--- src/rtl/disp_stall_pkg.sv ---
package disp_stall_pkg;

    // Per-thread dispatch status
    typedef enum logic [2:0] {
        DS_IDLE = 3'd0,
        DS_RUN  = 3'd1,
        DS_BLK  = 3'd2,
        DS_UNB  = 3'd3,
        DS_SQ   = 3'd4
    } dsp_state_e;

    // What the current cycle does with its inputs
    typedef enum logic [1:0] {
        MD_PASS  = 2'd0,   // forward the incoming group
        MD_DRAIN = 2'd1,   // forward from the skid buffer
        MD_HOLD  = 2'd2,   // stall: park the incoming group
        MD_FLUSH = 2'd3    // squash: discard everything
    } dsp_mode_e;

endpackage

--- src/rtl/disp_skid_fifo.sv ---
module disp_skid_fifo #(
    parameter int SK = 14,
    parameter int GW = 4,
    parameter int DW = 2,
    parameter int EW = 6,
    parameter int CW = 5
) (
    input  logic             clk,
    input  logic             rst_n,
    input  logic             flush,
    input  logic [CW-1:0]    pop_n,
    input  logic [CW-1:0]    push_n,
    input  logic [CW-1:0]    push_off,
    input  logic [GW*EW-1:0] push_ent,
    output logic [DW*EW-1:0] head_ent,
    output logic [CW-1:0]    cnt,
    output logic [CW-1:0]    mem_cnt
);

    logic [EW-1:0] mem_q [SK];
    logic [EW-1:0] nxt   [SK];
    logic [CW-1:0] cnt_q, nxt_cnt;
    int            base;

    // Entry 0 is always the oldest: pop shifts down, push appends.
    always_comb begin
        base = int'(cnt_q) - int'(pop_n);
        for (int i = 0; i < SK; i++) begin
            if (i + int'(pop_n) < SK) nxt[i] = mem_q[i + int'(pop_n)];
            else                      nxt[i] = '0;
        end
        for (int j = 0; j < GW; j++) begin
            if (j < int'(push_n) && base + j < SK && j + int'(push_off) < GW)
                nxt[base + j] = push_ent[(j + int'(push_off))*EW +: EW];
        end
        nxt_cnt = flush ? '0 : CW'(base + int'(push_n));
    end

    always_ff @(posedge clk) begin
        if (!rst_n) begin
            cnt_q <= '0;
            for (int i = 0; i < SK; i++) mem_q[i] <= '0;
        end else begin
            cnt_q <= nxt_cnt;
            for (int i = 0; i < SK; i++) mem_q[i] <= nxt[i];
        end
    end

    always_comb begin
        mem_cnt = '0;
        for (int i = 0; i < SK; i++)
            if (i < int'(cnt_q)) mem_cnt = mem_cnt + CW'(mem_q[i][0]);
    end

    for (genvar k = 0; k < DW; k++) begin : g_head
        assign head_ent[k*EW +: EW] = mem_q[k];
    end

    assign cnt = cnt_q;

endmodule

--- src/rtl/disp_lane_issue.sv ---
module disp_lane_issue #(
    parameter int DW = 2,
    parameter int EW = 6,
    parameter int CW = 5
) (
    input  logic [DW*EW-1:0]     src_ent,
    input  logic [CW-1:0]        ndisp,
    input  logic [CW-1:0]        xtra_all,
    input  logic [CW-1:0]        xtra_mem,
    output logic [DW-1:0]        iq_wr,
    output logic [DW-1:0]        lsq_wr,
    output logic [DW*(EW-2)-1:0] wr_tag,
    output logic [CW-1:0]        cred_all,
    output logic [CW-1:0]        cred_mem,
    output logic                 cred_vld
);

    localparam int TW = EW - 2;

    // Entry layout: [0] memory flag, [1] squashed flag, [EW-1:2] tag
    always_comb begin
        cred_all = xtra_all;
        cred_mem = xtra_mem;
        iq_wr    = '0;
        lsq_wr   = '0;
        wr_tag   = '0;
        for (int k = 0; k < DW; k++) begin
            if (k < int'(ndisp)) begin
                cred_all = cred_all + CW'(1);
                cred_mem = cred_mem + CW'(src_ent[k*EW]);
                if (!src_ent[k*EW + 1]) begin
                    iq_wr[k]              = 1'b1;
                    lsq_wr[k]             = src_ent[k*EW];
                    wr_tag[k*TW +: TW]    = src_ent[k*EW + 2 +: TW];
                end
            end
        end
        cred_vld = (cred_all != '0);
    end

endmodule

--- src/rtl/disp_stall_ctl.sv ---
module disp_stall_ctl
    import disp_stall_pkg::*;
#(
    parameter int GW   = 4,
    parameter int DW   = 2,
    parameter int IW   = 2,
    parameter int RDLY = 1,
    parameter int TW   = 4,
    localparam int EW  = TW + 2,
    localparam int SK  = 3 * (RDLY * GW) + IW,
    localparam int CW  = $clog2(SK + GW + 1)
) (
    input  logic             clk,
    input  logic             rst_n,
    input  logic [GW-1:0]    in_vld,
    input  logic [GW-1:0]    in_sq,
    input  logic [GW-1:0]    in_mem,
    input  logic [GW*TW-1:0] in_tag,
    input  logic             cmt_stall,
    input  logic             cmt_squash,
    input  logic             iq_full,
    input  logic             lsq_full,
    input  logic             lsq_stall,
    output logic [DW-1:0]    iq_wr,
    output logic [DW-1:0]    lsq_wr,
    output logic [DW*TW-1:0] wr_tag,
    output logic             up_block,
    output logic             up_unblock,
    output logic             cred_vld,
    output logic [CW-1:0]    cred_all,
    output logic [CW-1:0]    cred_mem
);

    localparam logic [CW-1:0] DWC = CW'(DW);

    dsp_state_e st_q, st_d;
    dsp_mode_e  mode;

    logic             stall, was_held;
    logic [CW-1:0]    nin, in_mem_n, sk_cnt, sk_mem;
    logic [CW-1:0]    srccnt, ndisp, left, pop_n, push_n, push_off, sk_after;
    logic [CW-1:0]    xtra_all, xtra_mem;
    logic [GW*EW-1:0] in_ent;
    logic [DW*EW-1:0] sk_head, src_ent;

    for (genvar j = 0; j < GW; j++) begin : g_in
        assign in_ent[j*EW +: EW] = {in_tag[j*TW +: TW], in_sq[j], in_mem[j]};
    end

    always_comb begin
        nin      = '0;
        in_mem_n = '0;
        for (int j = 0; j < GW; j++) begin
            nin      = nin + CW'(in_vld[j]);
            in_mem_n = in_mem_n + CW'(in_vld[j] & in_mem[j]);
        end
    end

    // Stall sources in priority order; any one blocks
    assign stall    = cmt_stall | iq_full | lsq_full | lsq_stall;
    assign was_held = (st_q == DS_BLK) || (st_q == DS_UNB);

    always_comb begin
        if (cmt_squash)    mode = MD_FLUSH;
        else if (stall)    mode = MD_HOLD;
        else if (was_held) mode = MD_DRAIN;
        else               mode = MD_PASS;
    end

    always_comb begin
        srccnt   = (mode == MD_DRAIN) ? sk_cnt : (mode == MD_PASS) ? nin : '0;
        ndisp    = (srccnt > DWC) ? DWC : srccnt;
        left     = srccnt - ndisp;
        pop_n    = (mode == MD_DRAIN) ? ndisp : '0;
        push_n   = (mode == MD_PASS) ? left : (mode == MD_FLUSH) ? '0 : nin;
        push_off = (mode == MD_PASS) ? DWC : '0;
        sk_after = sk_cnt - pop_n + push_n;
        xtra_all = (mode == MD_FLUSH) ? sk_cnt + nin : '0;
        xtra_mem = (mode == MD_FLUSH) ? sk_mem + in_mem_n : '0;
    end

    for (genvar k = 0; k < DW; k++) begin : g_src
        if (k < GW) begin : g_both
            assign src_ent[k*EW +: EW] = (mode == MD_DRAIN) ? sk_head[k*EW +: EW]
                                                            : in_ent[k*EW +: EW];
        end else begin : g_skid
            assign src_ent[k*EW +: EW] = (mode == MD_DRAIN) ? sk_head[k*EW +: EW] : '0;
        end
    end

    disp_skid_fifo #(.SK(SK), .GW(GW), .DW(DW), .EW(EW), .CW(CW)) u_skid (
        .clk      (clk),
        .rst_n    (rst_n),
        .flush    (mode == MD_FLUSH),
        .pop_n    (pop_n),
        .push_n   (push_n),
        .push_off (push_off),
        .push_ent (in_ent),
        .head_ent (sk_head),
        .cnt      (sk_cnt),
        .mem_cnt  (sk_mem)
    );

    disp_lane_issue #(.DW(DW), .EW(EW), .CW(CW)) u_lanes (
        .src_ent  (src_ent),
        .ndisp    (ndisp),
        .xtra_all (xtra_all),
        .xtra_mem (xtra_mem),
        .iq_wr    (iq_wr),
        .lsq_wr   (lsq_wr),
        .wr_tag   (wr_tag),
        .cred_all (cred_all),
        .cred_mem (cred_mem),
        .cred_vld (cred_vld)
    );

    // Next-state logic
    always_comb begin
        st_d = st_q;
        unique case (mode)
            MD_FLUSH: st_d = DS_SQ;
            MD_HOLD:  st_d = DS_BLK;
            MD_DRAIN: begin
                if (left != '0)          st_d = DS_BLK;
                else if (sk_after == '0) st_d = DS_RUN;
                else                     st_d = DS_UNB;
            end
            MD_PASS: begin
                if (left != '0)                          st_d = DS_BLK;
                else if (st_q == DS_IDLE && ndisp == '0) st_d = DS_IDLE;
                else                                     st_d = DS_RUN;
            end
        endcase
    end

    // State register
    always_ff @(posedge clk) begin
        if (!rst_n) st_q <= DS_IDLE;
        else        st_q <= st_d;
    end

    // Upstream handshake outputs
    always_comb begin
        up_block   = 1'b0;
        up_unblock = 1'b0;
        unique case (mode)
            MD_FLUSH: up_unblock = was_held;
            MD_HOLD:  up_block   = !was_held;
            MD_DRAIN: up_unblock = (left == '0) && (sk_after == '0);
            MD_PASS:  up_block   = (left != '0);
        endcase
    end

endmodule

--- config.mk ---
export PLATFORM = sky130hd
export DESIGN_NAME = disp_stall_ctl
export DESIGN_NICKNAME = d
export VERILOG_FILES = /design/src/rtl/disp_stall_pkg.sv /design/src/rtl/disp_skid_fifo.sv /design/src/rtl/disp_lane_issue.sv /design/src/rtl/disp_stall_ctl.sv
export SDC_FILE = /design/constraint.sdc
export NUM_CORES = 1
export LEC_CHECK = 0
export BUFFER_PORTS_ARGS = -buffer_cell sky130_fd_sc_hd__buf_2
export CAP_MARGIN = 20
export CELL_PAD_IN_SITES_DETAIL_PLACEMENT = 1
export CELL_PAD_IN_SITES_GLOBAL_PLACEMENT = 1
export CORE_ASPECT_RATIO = 1.2
export CORE_MARGIN = 8
export CORE_UTILIZATION = 43
export CTS_CLUSTER_DIAMETER = 120
export DETAILED_ROUTE_END_ITERATION = 6
export HOLD_SLACK_MARGIN = 0.03
export PLACE_DENSITY_LB_ADDON = 0.1
export SLEW_MARGIN = 20
export SYNTH_ARGS = -nofsm -noshare
export SYNTH_HDL_FRONTEND = slang
export SYNTH_SLANG_ARGS = --single-unit
--- constraint.sdc ---
create_clock -name clk -period 11.03 [get_ports clk]
set_clock_uncertainty 0.1 [all_clocks]
set_input_delay 1.6545 -clock clk [delete_from_list [all_inputs] [get_ports clk]]
set_output_delay 1.6545 -clock clk [all_outputs]
set_load 0.1 [all_outputs]
==> flow_summary_export.csv, run 1 <==
group,metric,value,unit
synth,synth-simple-area-share,23.5,%
global_route,antenna_found_initial,1,
routing,vias,15463,
status,violations,"max-slew violations, negative setup slack",
layout,drive_above_1_share,18.7,%
timing,relSlewSlack,-3.98,%
routing,drc_errors,0,
placed_design,dp_cells,2215,
pwr,finalPower,1.54,mW
timing,worst_pin_slew,1.56,ns
placed_design,placed_area,14600,um^2
synth,synth_top_area_share,13.4,%
floorplan,dieArea,37500,um^2
placed_design,place_ws,-0.922,ns
synth,synth_top_family_by_area,"compound AO/OA/AOI/OAI gates",
synth,ys_seq_area_share,13.4,%
layout,final_cell_area,15300,um^2
routing,ant_nets,0,
timing,finalMaxSlewViolations,15,
floorplan,ios,60,
layout,finalNetCount,1958,
critical_path,critical_path.max_fanout,2,
critical_path,reg2reg_depth,22,
synth,synth_area_leaders,"dfxtp_1, mux4_2, nand2_1",
synth,syn_avg_cell_area,7.54,um^2
floorplan,core,31200,um^2
timing,rsz0062_at_grt,"yes",
clock_network,htreeDepth,3,
synth,synthAdderAreaFrac,8.35,%
global_route,grt_pass1_wl,95100,um
synth,synth_cells,1800,
synth,synth_top_area_cell,"dfxtp_1",
layout,fin_util,49.1,%
synth,synth-edff-count,0,
synth,synthMostInstantiatedCell,"nand2_1",
global_route,grt_use_total,33.2,%
timing,fin_ws,-1.02,ns
flow_run,drv_cap,0,
clock_network,clock-sinks,91,
floorplan,die_h,211,um
clock_network,cts_buffers,9,
critical_path,worstPathRequired,9.28,ns
pwr,cellPowerDensity,100,nW/um^2
critical_path,max_stage_delay,0.49,ns
routing,initialDrtViolationCount,1723,
critical_path,worst_path_max_delay_cell,"fa_1",
synth,synth_common_cells,"nand2_1, nor2_1, a21oi_1",
clock_network,cts_tree,"yes",
layout,finalNonFillerCells,2246,
hold_path,hold_class,"reg2reg",
global_route,grt_max_degree,53,
timing,fin_crit_sh,109,%
clock_network,clock_path_buffers,2,
critical_path,startpoint_type,"flop",
clock_network,clkLatencyLatePin,0.37,ns
timing,setup_tns,-3.53,ns
timing,fin_crit,12.05,ns
synth,synth.area.mux_share,19.2,%
timing,whs,0.708,ns
synth,synth_xor_area_share,3.31,%
critical_path,crit_type,"reg2out",
synth,async_reset_ff_share,0,%
routing,finalWirelength,63600,um
floorplan,start_util,43.5,%
synth,yosys_warnings,0,
placed_design,dp_hpwl,48600,um
synth,netlist_area,13600,um^2
critical_path,end_kind,"output port",
floorplan,die_w,178,um
routing,drt-pass1-iter-count,5,
pwr,vdd_drop_max,0.315,mV
synth,yosys_register_bits,91,
pwr,leakage,6.17,nW
layout,syn2layout_area_growth,12.9,%
placed_design,portBuffers,59,
clock_network,cts-root-buf,"clkbuf_16",
placed_design,place.gp.congestion,1.00,
synth,ys.flop_type,"dfxtp_1",
hold_path,worstHoldPathCells,3,
timing,setup_viol,5,
synth,synth_compound_area_share,26.9,%
critical_path,crit_top_cell,"ha_4",
global_route,gr-total-overflow,0,
timing,hold_viol,0,
routing,routedWlPerCell,28.3,um
synth,ys_types,98,
global_route,grt_pass1_vias,15371,
critical_path,cp.arrival,10.29,ns
timing,fmax,0.0830,GHz
floorplan,rows,71,
routing,via_per_inst,6.88,
status,outcome,"complete, but fails checks",
clock_network,hold_buffers,0,
clock_network,cts.clk_slew.worst_paths,0.07,ns
cell type report:
class                   count  area [um^2]
diodes                      1         2.50
clock buffers               9          225
clock inverters             7         61.3
fillers                  3834        15900
inverters                  40          153
multi-input cells        1553        11500
flip-flops and latches     91         1830
well taps                 401          502
repair buffers            144         1010
kinds of logic after synthesis:
logic type                 count (synthesis)
AOI/OAI and AO/OA                        546
other                                      2
buffers and inverters                    177
and+or+nand+nor                          694
DFF                                       91
muxes                                    167
adders and majority gates                 84
xor gates and xnor gates                  39
flip-flops by register name, summed over array words and instances (netlist names):
register / flops
st_q: 2
u_skid.cnt: 5
u_skid.mem_q: 84
report_power, final:
| group | switching [mW] | internal, mW |
|---|---|---|
| logic | 0.520 | 0.344 |
| clock network | 0.168 | 0.157 |
| registers | 0.0103 | 0.337 |
| total | 0.699 | 0.838 |
placed cells by master, fill, tap and decap left out, drive strengths merged, types with 23 or more instances in the layout:
cell type,instances
inv,40
mux2,29
conb,23
mux2i,67
nor2,172
nand3,66
mux4,71
a31oi,31
dfxtp,91
ha,73
a21oi,145
a211oi,34
o22ai,24
nand2,293
xnor2,28
o211ai,59
o21ai,87
buf,144
and3,41
critical path, delay by kind of cell, from the launching register on:
family                   cells  cell delay (ns)
buffers and inverters        1             0.17
flip-flops                   1             0.32
adder cells (fa/ha/maj)     18             5.10
AND/OR/NAND/NOR             11             1.21
AO/OA/AOI/OAI                9             1.72
multiplexers                 5             1.42
path summary, 6_finish.rpt:
check                                     endpoint  slack [ns]          start
worst min-delay path                       st_q[1]        0.71        st_q[2]
worst max register to register  u_skid.mem_q[0][0]        3.14  u_skid.cnt[2]
worst max-delay path                   cred_mem[1]       -1.02  u_skid.cnt[3]
worst min register to register             st_q[1]        0.71        st_q[2]
what timing repair did:
| item | CTS | global route |
|---|---|---|
| gates cloned | 0 | 0 |
| gates resized for setup | 24 | 23 |
| endpoints found under the setup margin | 5 | 5 |
| pin swaps | 33 | 11 |
| buffers inserted | 10 | 4 |
per-layer routing:
metal	up-vias	GRT usage (%)	share of wire [%]
li1	6796	-	-
met5	-	0	0
met3	167	6.75	9.9
met2	880	54.5	46
met1	7620	42.7	40
met4	0	10.8	3.4
(Power assumes the default switching activity.)
==> inputs of run 2 (changes only) <==
--- a/config.mk
+++ b/config.mk
@@ -15,7 +15,7 @@
 export CTS_CLUSTER_DIAMETER = 120
 export DETAILED_ROUTE_END_ITERATION = 6
 export HOLD_SLACK_MARGIN = 0.03
-export PLACE_DENSITY_LB_ADDON = 0.1
+export PLACE_DENSITY = 0.81
 export SLEW_MARGIN = 20
 export SYNTH_ARGS = -nofsm -noshare
 export SYNTH_HDL_FRONTEND = slang
==> flow_summary_export.csv, run 2 (synthesis gave the netlist of run 1 again) <==
group,metric,value,unit
layout,finalNetCount,1944,
global_route,grt_pass1_vias,15797,
status,outcome,"complete, but fails checks",
routing,drt-pass1-iter-count,7,
layout,syn2layout_area_growth,12.0,%
placed_design,place_ws,-0.972,ns
status,violations,"max-slew violations, negative setup slack",
global_route,antenna_found_initial,1,
floorplan,core,31200,um^2
pwr,cellPowerDensity,100,nW/um^2
clock_network,cts-root-buf,"clkbuf_16",
critical_path,end_kind,"output port",
routing,routedWlPerCell,29.2,um
routing,via_per_inst,7.25,
layout,top_register,"u_skid.mem_q",
floorplan,rows,71,
placed_design,portBuffers,59,
timing,fin_crit_sh,110,%
clock_network,clkLatencyLatePin,0.38,ns
clock_network,cts.clk_slew.worst_paths,0.07,ns
pwr,sequentialPowerShare,22.8,%
timing,fmax,0.0826,GHz
global_route,grt_max_degree,64,
pwr,vdd_drop_max,0.177,mV
routing,finalWirelength,65100,um
pwr,leakage,6.10,nW
timing,relSlewSlack,-1.83,%
critical_path,cp.arrival,10.36,ns
timing,rsz0062_at_grt,"yes",
routing,ant_nets,0,
placed_design,place.gp.congestion,1.02,
placed_design,dp_hpwl,47700,um
clock_network,hold_buffers,0,
hold_path,hold_class,"reg2reg",
pwr,pwr-share-clk,22.6,%
routing,drc_errors,0,
layout,mostFrequentLayoutCell,"nand2_1",
global_route,grt_pass1_wl,95900,um
critical_path,critical_path.max_fanout,2,
clock_network,htreeDepth,3,
flow_run,drv_cap,0,
clock_network,cts_buffers,9,
pwr,p_int,838,uW
critical_path,worstPathRequired,9.28,ns
timing,fin_ws,-1.08,ns
critical_path,max_stage_delay,0.49,ns
timing,hold_viol,0,
layout,most-common-layout-cells,"nand2_1, nor2_1, a21oi_1",
timing,fin_crit,12.11,ns
floorplan,die_h,211,um
pwr,p_sw,685,uW
layout,fill_cells,3872,
clock_network,clock-sinks,91,
critical_path,path_buf_inv,1,
global_route,gr-total-overflow,0,
pwr,finalPower,1.52,mW
pwr,combPwrFrac,54.6,%
critical_path,crit_family,"adder cells",
floorplan,die_w,178,um
global_route,grt_use_total,33.2,%
timing,worst_pin_slew,1.53,ns
floorplan,dieArea,37500,um^2
critical_path,crit_type,"reg2out",
floorplan,start_util,43.5,%
clock_network,clock_path_buffers,2,
critical_path,crit_top_cell,"ha_4",
layout,fin_util,48.7,%
floorplan,ios,60,
routing,vias,16192,
layout,drive_above_1_share,18.0,%
layout,largest_reg_flops,84,
clock_network,cts_tree,"yes",
critical_path,worst_path_max_delay_cell,"fa_1",
timing,setup_viol,5,
pwr,switching_share,45.0,%
critical_path,startpoint_type,"flop",
timing,finalMaxSlewViolations,15,
routing,initialDrtViolationCount,2216,
## run 2: cell types whose count changed in the layout (fill, tap and decap cells not counted), moves of 2 or more
cell and delta:
ha_1 +5, ha_4 -5, buf_4 -14, mux2i_2 +2
mux2i_1 -2
## run 2: repair_timing
action | 4_1_cts | 5_1_grt
setup buffers | 5 | 6
pin swaps | 23 | 26
endpoints found under the setup margin | 5 | 5
gates resized for setup | 11 | 31
## run 2: worst paths after layout
check / startpoint / endpoint / slack [ns] / depth (start not counted)
worst max-delay path: u_skid.cnt[2] / cred_mem[1] / -1.08 / 46
worst min-delay path: st_q[2] / st_q[1] / 0.69 / 3
worst max register to register: st_q[2] / u_skid.mem_q[0][0] / 3.48 / 19
worst min register to register: st_q[2] / st_q[1] / 0.69 / 3
## run 2: final cells by class
cell class / count / area (um^2) / area share [%]
Timing Repair Buffer: 130 / 903 / 5.95
Tap cell: 401 / 502 / 3.30
Inverter: 40 / 153 / 1.00
Clock buffer: 10 / 229 / 1.51
Sequential cell: 91 / 1830 / 12.0
Antenna cell: 1 / 2.50 / 0.0165
Multi-Input combinational cell: 1553 / 11500 / 75.7
Clock inverter: 6 / 71.3 / 0.469
## run 2: power by group through the flow
stage               sequential (mW)  clock [mW]  combinational, mW
detailed placement            0.354           0              0.716
global route                  0.347       0.352              0.882
CTS                           0.346       0.342              0.749
global placement              0.353           0              0.678
finish                        0.347       0.344              0.832
floorplan                     0.350           0              0.504
## run 2: worst min-delay path: cells and delay by family (launching register included)
family           cells  cell delay (ns)
flip-flops           1             0.33
AO/OA/AOI/OAI        2             0.24
AND/OR/NAND/NOR      1             0.16
## run 2: stage by stage
step / TNS [ns] / cell area (um^2) / hold WS [ns] / std cells
2_1_floorplan: -2.33 / 13800 / 0.677 / 1821
3_3_place_gp: -1.87 / 14600 / 0.650 / 2204
3_5_place_dp: -3.61 / 14600 / 0.656 / 2204
4_1_cts: -4.68 / 15000 / 0.667 / 2225
5_1_grt: -5.74 / 15200 / 0.775 / 2232
6_report: -4.33 / 15200 / 0.685 / 2232
## run 2: layer usage
layer / up-vias / routed length [um] / global-route usage (%)
met1: 7889 / 23700 / 41.4
met4: 0 / 3650 / 16.7
li1: 6789 / - / -
met5: - / 0 / 0
met3: 318 / 8510 / 8.68
met2: 1196 / 29200 / 52.3
